File: config.mk
export PLATFORM = sky130hd
export DESIGN_NAME = sram_seq_ctrl
export DESIGN_NICKNAME = d
export VERILOG_FILES = /design/src/rtl/sram_ctrl_pkg.sv /design/src/rtl/sram_phase_timer.sv /design/src/rtl/sram_seq_fsm.sv /design/src/rtl/sram_bus_regs.sv /design/src/rtl/sram_seq_ctrl.sv
export SDC_FILE = /design/constraint.sdc
export NUM_CORES = 1
export LEC_CHECK = 0
export BUFFER_PORTS_ARGS = -buffer_cell sky130_fd_sc_hd__buf_2
export CORE_MARGIN = 1.5
export CORE_UTILIZATION = 45
export CTS_BUF_LIST = sky130_fd_sc_hd__clkbuf_4 sky130_fd_sc_hd__clkbuf_8
export CTS_CLUSTER_DIAMETER = 150
export DETAILED_ROUTE_END_ITERATION = 6
export PLACE_DENSITY = 0.78
export SETUP_SLACK_MARGIN = 0.4
export SYNTH_ARGS = -nofsm -noshare
export SYNTH_HDL_FRONTEND = slang
export SYNTH_HIERARCHICAL = 1
export SYNTH_SLANG_ARGS = --single-unit
File: constraint.sdc
create_clock -name clk -period 1.4 [get_ports clk]
set_input_delay 0.14 -clock clk [delete_from_list [all_inputs] [get_ports clk]]
set_output_delay 0.14 -clock clk [all_outputs]
set_load 0.02 [all_outputs]
File: src/rtl/sram_ctrl_pkg.sv
package sram_ctrl_pkg;

  typedef enum logic [2:0] {
    ST_IDLE       = 3'd0,
    ST_RD_ACCESS  = 3'd1,
    ST_RD_CAPTURE = 3'd2,
    ST_WR_SETUP   = 3'd3,
    ST_WR_PULSE   = 3'd4,
    ST_WR_RECOVER = 3'd5,
    ST_TURNAROUND = 3'd6
  } seq_state_e;

  typedef struct packed {
    logic sel;     // both chip enables active
    logic oe_act;  // output enable asserted
    logic we_act;  // write strobe asserted
    logic drive;   // own data driver on
  } pin_ctl_t;

  // Cycles the write strobe stays low: long enough for the pulse width and,
  // with the one lead cycle of data, for the data set-up.
  function automatic int unsigned strobe_cycles(input int unsigned t_wp,
                                                input int unsigned t_dw);
    int unsigned lead_need;
    lead_need = (t_dw > 1) ? t_dw - 1 : 1;
    return (t_wp > lead_need) ? t_wp : lead_need;
  endfunction

  function automatic int unsigned cnt_bits(input int unsigned maxv);
    return (maxv < 2) ? 1 : $clog2(maxv + 1);
  endfunction

  function automatic int unsigned max3(input int unsigned a,
                                       input int unsigned b,
                                       input int unsigned c);
    int unsigned m;
    m = (a > b) ? a : b;
    return (m > c) ? m : c;
  endfunction

  function automatic pin_ctl_t decode_pins(input seq_state_e s);
    pin_ctl_t p;
    p = '0;
    unique case (s)
      ST_RD_ACCESS, ST_RD_CAPTURE: begin p.sel = 1'b1; p.oe_act = 1'b1; end
      ST_WR_SETUP:                 begin p.sel = 1'b1; p.drive = 1'b1; end
      ST_WR_PULSE:                 begin p.sel = 1'b1; p.we_act = 1'b1; p.drive = 1'b1; end
      ST_WR_RECOVER:               p.sel = 1'b1;
      default:                     p = '0;
    endcase
    return p;
  endfunction

endpackage

File: src/rtl/sram_phase_timer.sv
module sram_phase_timer #(
  parameter int unsigned CW = 4
) (
  input  logic          clk,
  input  logic          rst_n,
  input  logic          load,
  input  logic [CW-1:0] load_val,
  output logic          expired
);
  logic [CW-1:0] cnt_q;

  always_ff @(posedge clk or negedge rst_n) begin
    if (!rst_n)              cnt_q <= '0;
    else if (load)           cnt_q <= load_val;
    else if (cnt_q != '0)    cnt_q <= cnt_q - CW'(1);
  end

  assign expired = (cnt_q == '0);
endmodule

File: src/rtl/sram_seq_fsm.sv
module sram_seq_fsm
  import sram_ctrl_pkg::*;
#(
  parameter int unsigned T_READ = 2,
  parameter int unsigned T_WP   = 2,
  parameter int unsigned T_DW   = 2,
  parameter int unsigned T_OHZ  = 1
) (
  input  logic clk,
  input  logic rst_n,
  input  logic req,
  input  logic wr,
  output logic accept_ev,
  output logic rd_capture_ev,
  output logic wr_done_ev,
  output logic ce1_n,
  output logic ce2,
  output logic oe_n,
  output logic we_n,
  output logic drive
);
  localparam int unsigned STB  = strobe_cycles(T_WP, T_DW);
  localparam int unsigned TMAX = max3(T_READ, STB, T_OHZ);
  localparam int unsigned CW   = cnt_bits(TMAX);
  localparam logic [CW-1:0] RD_LOAD  = CW'(T_READ - 1);
  localparam logic [CW-1:0] STB_LOAD = CW'(STB - 1);
  localparam logic [CW-1:0] OHZ_LOAD = CW'(T_OHZ - 1);

  seq_state_e state_q, state_d;
  logic          tmr_load, tmr_expired;
  logic [CW-1:0] tmr_val;
  pin_ctl_t      pins_d;
  logic          ce1_n_q, ce2_q, oe_n_q, we_n_q, drive_q;

  sram_phase_timer #(.CW(CW)) u_timer (
    .clk      (clk),
    .rst_n    (rst_n),
    .load     (tmr_load),
    .load_val (tmr_val),
    .expired  (tmr_expired)
  );

  always_comb begin
    state_d  = state_q;
    tmr_load = 1'b0;
    tmr_val  = '0;
    unique case (state_q)
      ST_IDLE: if (req) begin
        if (wr) state_d = ST_WR_SETUP;
        else begin
          state_d  = ST_RD_ACCESS;
          tmr_load = 1'b1;
          tmr_val  = RD_LOAD;
        end
      end
      ST_RD_ACCESS:  if (tmr_expired) state_d = ST_RD_CAPTURE;
      ST_RD_CAPTURE: begin
        state_d  = ST_TURNAROUND;
        tmr_load = 1'b1;
        tmr_val  = OHZ_LOAD;
      end
      ST_TURNAROUND: if (tmr_expired) state_d = ST_IDLE;
      ST_WR_SETUP: begin
        state_d  = ST_WR_PULSE;
        tmr_load = 1'b1;
        tmr_val  = STB_LOAD;
      end
      ST_WR_PULSE:   if (tmr_expired) state_d = ST_WR_RECOVER;
      ST_WR_RECOVER: state_d = ST_IDLE;
      default:       state_d = ST_IDLE;
    endcase
  end

  assign pins_d = decode_pins(state_d);

  always_ff @(posedge clk or negedge rst_n) begin
    if (!rst_n) begin
      state_q <= ST_IDLE;
      ce1_n_q <= 1'b1;
      ce2_q   <= 1'b0;
      oe_n_q  <= 1'b1;
      we_n_q  <= 1'b1;
      drive_q <= 1'b0;
    end else begin
      state_q <= state_d;
      ce1_n_q <= ~pins_d.sel;
      ce2_q   <= pins_d.sel;
      oe_n_q  <= ~pins_d.oe_act;
      we_n_q  <= ~pins_d.we_act;
      drive_q <= pins_d.drive;
    end
  end

  assign accept_ev     = (state_q == ST_IDLE) && req;
  assign rd_capture_ev = (state_q == ST_RD_CAPTURE);
  assign wr_done_ev    = (state_q == ST_WR_RECOVER);
  assign ce1_n = ce1_n_q;
  assign ce2   = ce2_q;
  assign oe_n  = oe_n_q;
  assign we_n  = we_n_q;
  assign drive = drive_q;
endmodule

File: src/rtl/sram_bus_regs.sv
module sram_bus_regs #(
  parameter int unsigned AW = 13,
  parameter int unsigned DW = 8
) (
  input  logic          clk,
  input  logic          rst_n,
  input  logic          load,
  input  logic [AW-1:0] host_addr,
  input  logic [DW-1:0] host_wdata,
  input  logic          capture,
  input  logic [DW-1:0] dq_in,
  output logic [AW-1:0] sram_addr,
  output logic [DW-1:0] dq_out,
  output logic [DW-1:0] rdata
);
  always_ff @(posedge clk or negedge rst_n) begin
    if (!rst_n) begin
      sram_addr <= '0;
      dq_out    <= '0;
    end else if (load) begin
      sram_addr <= host_addr;
      dq_out    <= host_wdata;
    end
  end

  always_ff @(posedge clk or negedge rst_n) begin
    if (!rst_n)       rdata <= '0;
    else if (capture) rdata <= dq_in;
  end
endmodule

File: src/rtl/sram_seq_ctrl.sv
module sram_seq_ctrl #(
  parameter int unsigned AW     = 13,
  parameter int unsigned DW     = 8,
  parameter int unsigned T_READ = 2,
  parameter int unsigned T_WP   = 2,
  parameter int unsigned T_DW   = 2,
  parameter int unsigned T_OHZ  = 1
) (
  input  logic          clk,
  input  logic          rst_n,
  input  logic          req,
  input  logic          wr,
  input  logic [AW-1:0] addr,
  input  logic [DW-1:0] wdata,
  output logic          ready,
  output logic [DW-1:0] rdata,
  output logic [AW-1:0] sram_addr,
  output logic          ce1_n,
  output logic          ce2,
  output logic          oe_n,
  output logic          we_n,
  output logic [DW-1:0] dq_out,
  output logic          dq_oe,
  input  logic [DW-1:0] dq_in
);
  logic accept_ev, rd_capture_ev, wr_done_ev;
  logic ready_q;

  sram_seq_fsm #(
    .T_READ (T_READ),
    .T_WP   (T_WP),
    .T_DW   (T_DW),
    .T_OHZ  (T_OHZ)
  ) u_fsm (
    .clk           (clk),
    .rst_n         (rst_n),
    .req           (req),
    .wr            (wr),
    .accept_ev     (accept_ev),
    .rd_capture_ev (rd_capture_ev),
    .wr_done_ev    (wr_done_ev),
    .ce1_n         (ce1_n),
    .ce2           (ce2),
    .oe_n          (oe_n),
    .we_n          (we_n),
    .drive         (dq_oe)
  );

  sram_bus_regs #(.AW(AW), .DW(DW)) u_regs (
    .clk        (clk),
    .rst_n      (rst_n),
    .load       (accept_ev),
    .host_addr  (addr),
    .host_wdata (wdata),
    .capture    (rd_capture_ev),
    .dq_in      (dq_in),
    .sram_addr  (sram_addr),
    .dq_out     (dq_out),
    .rdata      (rdata)
  );

  always_ff @(posedge clk or negedge rst_n) begin
    if (!rst_n) ready_q <= 1'b0;
    else        ready_q <= rd_capture_ev | wr_done_ev;
  end

  assign ready = ready_q;
endmodule

# Yosys cells after proc, flatten, opt, wreduce, memory -nomap -nowiden
# Index checks and enable logic that the tools add are counted.
[classes] n_eq_ne=11 n_reduce_logical=9 n_bitwise=4 add_sub_neg=1 mux=18
[op_table] cell="3-bit case mux with 6 select lines" n=1
[op_table] cell="3-bit equality test (second input constant)" n=5
[op_table] cell="3-bit by 2-bit equality test with 1-bit output (second input constant)" n=4
[op_table] cell="3-bit two-way mux" n=4
[op_table] cell="2-bit two-way mux" n=4
[op_table] cell="1-bit two-way mux" n=7
[op_table] cell="3-bit by 1-bit equality test with 1-bit output (second input constant)" n=2
[op_table] cell="2-bit OR reduction" n=3
[op_table] cell="5-bit OR reduction" n=1
[op_table] cell="2-bit case mux with 2 select lines" n=1
[op_table] cell="2-bit nonzero test" n=2
[op_table] cell="3-bit logical NOT" n=1
[op_table] cell="1-bit NOT" n=3
[op_table] cell="2-bit logical NOT" n=1
[op_table] cell="1-bit case mux with 2 select lines" n=1
[op_table] cell="2-bit by 1-bit subtractor with 2-bit output (second input constant)" n=1
[op_table] cell="1-bit logical AND" n=1
[op_table] cell="1-bit bitwise OR" n=1
[totals] ff_bits=40 inputBits=33 elab_cells=54 output_inout_bits=35

# Logic depth before layout (Yosys ltp)
[depth] depth_word=7 mapped_depth=6 ltp_nobuf=5

# By module
# The synthesis kept the hierarchy.
[by_module_without_submodules] module="sram_bus_regs" seq_area_each_um2=725.7 area_each_um2=1154.9 n_inst=1 cells_each=61
[by_module_without_submodules] module="sram_seq_fsm" seq_area_each_um2=203.9 area_each_um2=421.7 n_inst=1 cells_each=43
[by_module_without_submodules] module="sram_phase_timer" seq_area_each_um2=50.0 area_each_um2=113.9 n_inst=1 cells_each=12
[by_module_without_submodules] module="sram_seq_ctrl" seq_area_each_um2=25.0 area_each_um2=31.3 n_inst=1 cells_each=2

# Least setup slack after synthesis
# Ideal clock, no wire load.
[synth_path] path_type="flip-flop to flip-flop" from="register u_fsm.state_q[1]" to="register u_regs.dq_out[0]" setup_ns=0.125 stages_incl_launch_ff=6 n_path_buf=2 required_ns=1.275 t_arrival_ns=1.361 slack_ns=-0.086 synth_period_minus_slack_ns=1.486 path_cell_list="dfrtp_1 buf_4 nor2_1 and3_4 buf_6 mux2_4"
[synth_between] elab_chain_cells=2
[synth_rtl] element="start: declaration" line="sram_seq_fsm.sv:29" source="seq_state_e state_q, state_d;"
[synth_rtl] element="start signal: assignment" line="sram_seq_fsm.sv:85" source="state_q <= state_d;"
[synth_rtl] element="3-bit logical NOT" line="sram_seq_fsm.sv:94" source="assign accept_ev = (state_q == ST_IDLE) && req;"
[synth_rtl] element="1-bit logical AND" line="sram_seq_fsm.sv:94"
[synth_rtl] element="named net accept_ev" line="sram_seq_ctrl.sv:26" source="logic accept_ev, rd_capture_ev, wr_done_ev;"
[synth_rtl] element="end signal: assignment" line="sram_bus_regs.sv:22" source="dq_out <= host_wdata;"
[synth_rtl] element="end: declaration" line="sram_bus_regs.sv:13" source="output logic [DW-1:0] dq_out,"
# The timed path passes the listed nets, and every way through them passes these cells.
# A chain may end at the register's enable or synchronous reset.

# Worst setup path after layout
[layout_path] from="register u_fsm.state_q[2]" to="register u_regs.dq_out[4]"
# The elaborated chain is that of the path after synthesis.

==> metrics.md <==
| Metric | Value |
|---|---|
| Vias in the first global route | `1261` |
| Post-layout net count | `261` |
| Top-count cell post-synth | `dfrtp_1` |
| Post-synth EDFFs | `0` |
| Worst-Skew Late Latency | `300 ps` |
| Max Clock Freq | `734.8 MHz` |
| Comb power frac | `59.7%` |
| Async SR Flop Fraction | `100.0%` |
| PwrDens | `2675 nW/µm²` |
| Placed wire-length estimate | `2635 µm` |
| CTS tree | `done` |
| Setup violators final | `0` |
| Crit path required time | `1590 ps` |
| Num rows | `22` |
| Post-Synth XOR/XNOR Area | `0.5087%` |
| DIE HEIGHT | `64.86 µm` |
| Worst hold path depth | `2` |
| Crit Path Max Fanout | `10` |
| Worst r2r path cells | `4` |
| WHS | `64.93 ps` |
| Vias/cell | `4.986` |
| Simple-gate area share of the yosys netlist | `7.122%` |
| Detailed Routing Iterations Pass 1 | `4` |
| Initial DRC count | `82` |
| Max-slew violations | `0` |
| Mapped Nets | `152` |
| Deepest level of the CTS H-tree | `2` |
| Worst r2r src | `u_fsm/state_q[2]$_DFF_PN0_` |
| Syn_area_per_cell | `14.59 µm²` |
| WL/cell | `17.17 µm` |
| Adder-Cell Fraction of Synth Area | `0.7267%` |
| WP data arrival | `1550 ps` |
| Type of the tightest min-delay check | `in -> reg` |
| CP Launch Type | `flop` |
| Largest family of logic cells by synthesized area | `multiplexers` |
| DIE WIDTH | `64.86 µm` |
| ANT nets after route | `0` |
| Min-delay src | `dq_in[1]` |
| Part of the Yosys area used for sequential elements | `58.36%` |
| Starting density of the core | `47.03%` |
| GRT overflow | `0` |
| Clock skew | `13.69 ps` |
| Placer Congestion | `0.8094` |
| Core box area | `3661 µm²` |
| ANT cells | `0` |
| Total CTS buffers | `5` |
| Root buf cell | `clkbuf_8` |
| Top FF cell, synth | `dfrtp_1` |
| Post-synth top area cell | `dfrtp_1` |
| R2R Path End | `u_regs/dq_out[4]$_DFFE_PN0P_` |
| Ys Warns | `6` |
| CP endpoint kind | `flop` |
| Mapped Area | `1722 µm²` |
| Routed wire length | `4738 µm` |
| Power Total | `7.314 mW` |
| Mux contribution to synthesized area | `23.33%` |
| First-pass GRT wire length | `5906 µm` |
| Initial antenna violation count | `0` |
| Overall Global Routing Usage | `18.40%` |
| Largest net degree at the start of global routing | `22` |
| Post-synthesis cell count | `118` |
| Max cap viols | `0` |
| Static Leak | `1.381 nW` |
| Register share of total power | `29.8%` |
| IO Count | `68` |
| Psw | `2.753 mW` |
| Post-synthesis compound-gate area fraction | `5.305%` |
| Worst VDD drop | `1298 µV` |
| Clk buf depth | `2` |
| Area growth, synth to finish | `58.79%` |
| Synth area leaders | `dfrtp_1, mux2_4, mux2_2, dfstp_2, buf_6` |
| Cell Int Power | `4.561 mW` |
| FF-to-FF setup slack | `40 ps` |
| Switching power share of the total | `37.65%` |
| # port buffers | `67` |
| Clock sinks | `40` |
| RSZ-0062 raised after global routing | `yes` |
| Final cycle utilization of the critical path | `97.20%` |
| Drc violations | `0` |
| Commonest cells post-synth | `dfrtp_1, mux2_4, mux2_2` |
| Outcome | `finished, final reports clean` |
| Setup CP Type | `reg -> reg` |
| Synthesized flop and latch total | `40` |
| DR vias | `1376` |
| Worst hold path endpoint | `u_regs/rdata[1]$_DFFE_PN0P_` |
| Post-synth cell types | `29` |
| Fin crit period | `1361 ps` |
| CTS clk-pin slew, worst paths | `90 ps` |
| Final hold vios | `0` |
| DIE AREA | `4206 µm²` |
| Share of the synthesized area in the top cell type | `53.78%` |
| Layout cells sized above 1 | `74.12%` |
| Clock network fraction of design power | `10.5%` |
==> timing repair <==
action | 4_1_cts | 5_1_grt
gates resized for setup | 17 | 40
pin swaps | 4 | 7
hold buffers | 1 | 0
buffers inserted | 6 | 23
setup endpoints to repair | 45 | 67
endpoints found under the hold margin | 19 | 0
gates cloned | 1 | 0
==> power by group through the flow <==
| stage | logic [mW] | registers (mW) | clock network (mW) |
|---|---|---|---|
| 6_report | 4.37 | 2.18 | 0.770 |
| 5_1_grt | 4.59 | 2.22 | 0.837 |
| 4_1_cts | 3.41 | 2.11 | 0.775 |
| 3_5_place_dp | 3.13 | 2.11 | 0 |
| 3_3_place_gp | 3.01 | 2.07 | 0 |
| 2_1_floorplan | 1.64 | 2.69 | 0 |
==> critical path: stages (launching register included) <==
cell and delay, ps:
dfrtp_2 450, nor2_4 120, and3_4 230, buf_12 150, mux2_4 310
==> area by class of cell <==
cell class / count / area [µm²]
Timing Repair Buffer: 107 / 792.0
Multi-Input combinational cell: 68 / 763.2
Sequential cell: 40 / 1007
Clock inverter: 3 / 18.77
Clock buffer: 5 / 68.82
Fill cell: 212 / 927.1
Inverter: 5 / 23.77
Tap cell: 48 / 60.06
==> metrics by stage <==
stage          std cells  cell area (µm²)  setup slack [ps]  TNS (ps)  util (%)
2_1_floorplan        118             1805             3.652         0         -
3_3_place_gp         237             2235             57.67         0     61.04
3_5_place_dp         237             2235            -3.560    -6.587     61.04
4_1_cts              253             2434             42.37         0     66.47
5_1_grt              276             2734             13.50         0     74.68
6_report             276             2734             39.13         0     74.68
==> worst max-delay path by stage <==
stage                                           from                           end  depth (start not counted)
final                     u_fsm/state_q[2]$_DFF_PN0_  u_regs/dq_out[4]$_DFFE_PN0P_                          4
after global routing      u_fsm/state_q[2]$_DFF_PN0_  u_regs/dq_out[4]$_DFFE_PN0P_                          4
after CTS                 u_fsm/state_q[2]$_DFF_PN0_  u_regs/dq_out[1]$_DFFE_PN0P_                          4
after detailed placement  u_fsm/state_q[2]$_DFF_PN0_   u_regs/rdata[5]$_DFFE_PN0P_                          4
after global placement    u_fsm/state_q[2]$_DFF_PN0_   u_regs/rdata[7]$_DFFE_PN0P_                          4
after floorplan           u_fsm/state_q[2]$_DFF_PN0_  u_regs/dq_out[0]$_DFFE_PN0P_                          5
==> per-layer routing <==
| metal | GRT usage, % | share of wire, % | up-vias |
|---|---|---|---|
| met1 | 22.07 | 39 | 675 |
| met5 | 0 | 0 | - |
| met2 | 31.83 | 52 | 66 |
| met3 | 5.729 | 6.7 | 16 |
| met4 | 5.053 | 3.0 | 0 |
| li1 | - | - | 619 |
==> cell families after synthesis <==
logic type,after synthesis
AO/OA/AOI/OAI,14
XOR/XNOR,1
adder cells (fa/ha/maj),1
buffers and inverters,11
flip-flops,40
multiplexers,29
other,1
AND/OR/NAND/NOR,21
==> cells in the final DEF (no fill, tap or decap), types with 3 or more instances in the layout <==
master,instances
buf_2,49
nand2b_4,3
and3_4,3
clkbuf_8,5
mux2_4,29
a21oi_2,3
nor2_1,4
dfstp_2,3
buf_12,3
buf_4,34
buf_6,19
dfrtp_1,35
==> flip-flops by register name, summed over array words and instances (netlist names) <==
signal,cells
u_fsm/ce2,1
u_regs/rdata,8
u_regs/sram_addr,13
u_fsm/oe_n,1
u_fsm/we_n,1
u_fsm/u_timer/cnt_q,2
u_fsm/ce1_n,1
u_fsm/drive,1
u_fsm/state_q,3
u_regs/dq_out,8
ready,1
(Power assumes the default switching activity.)
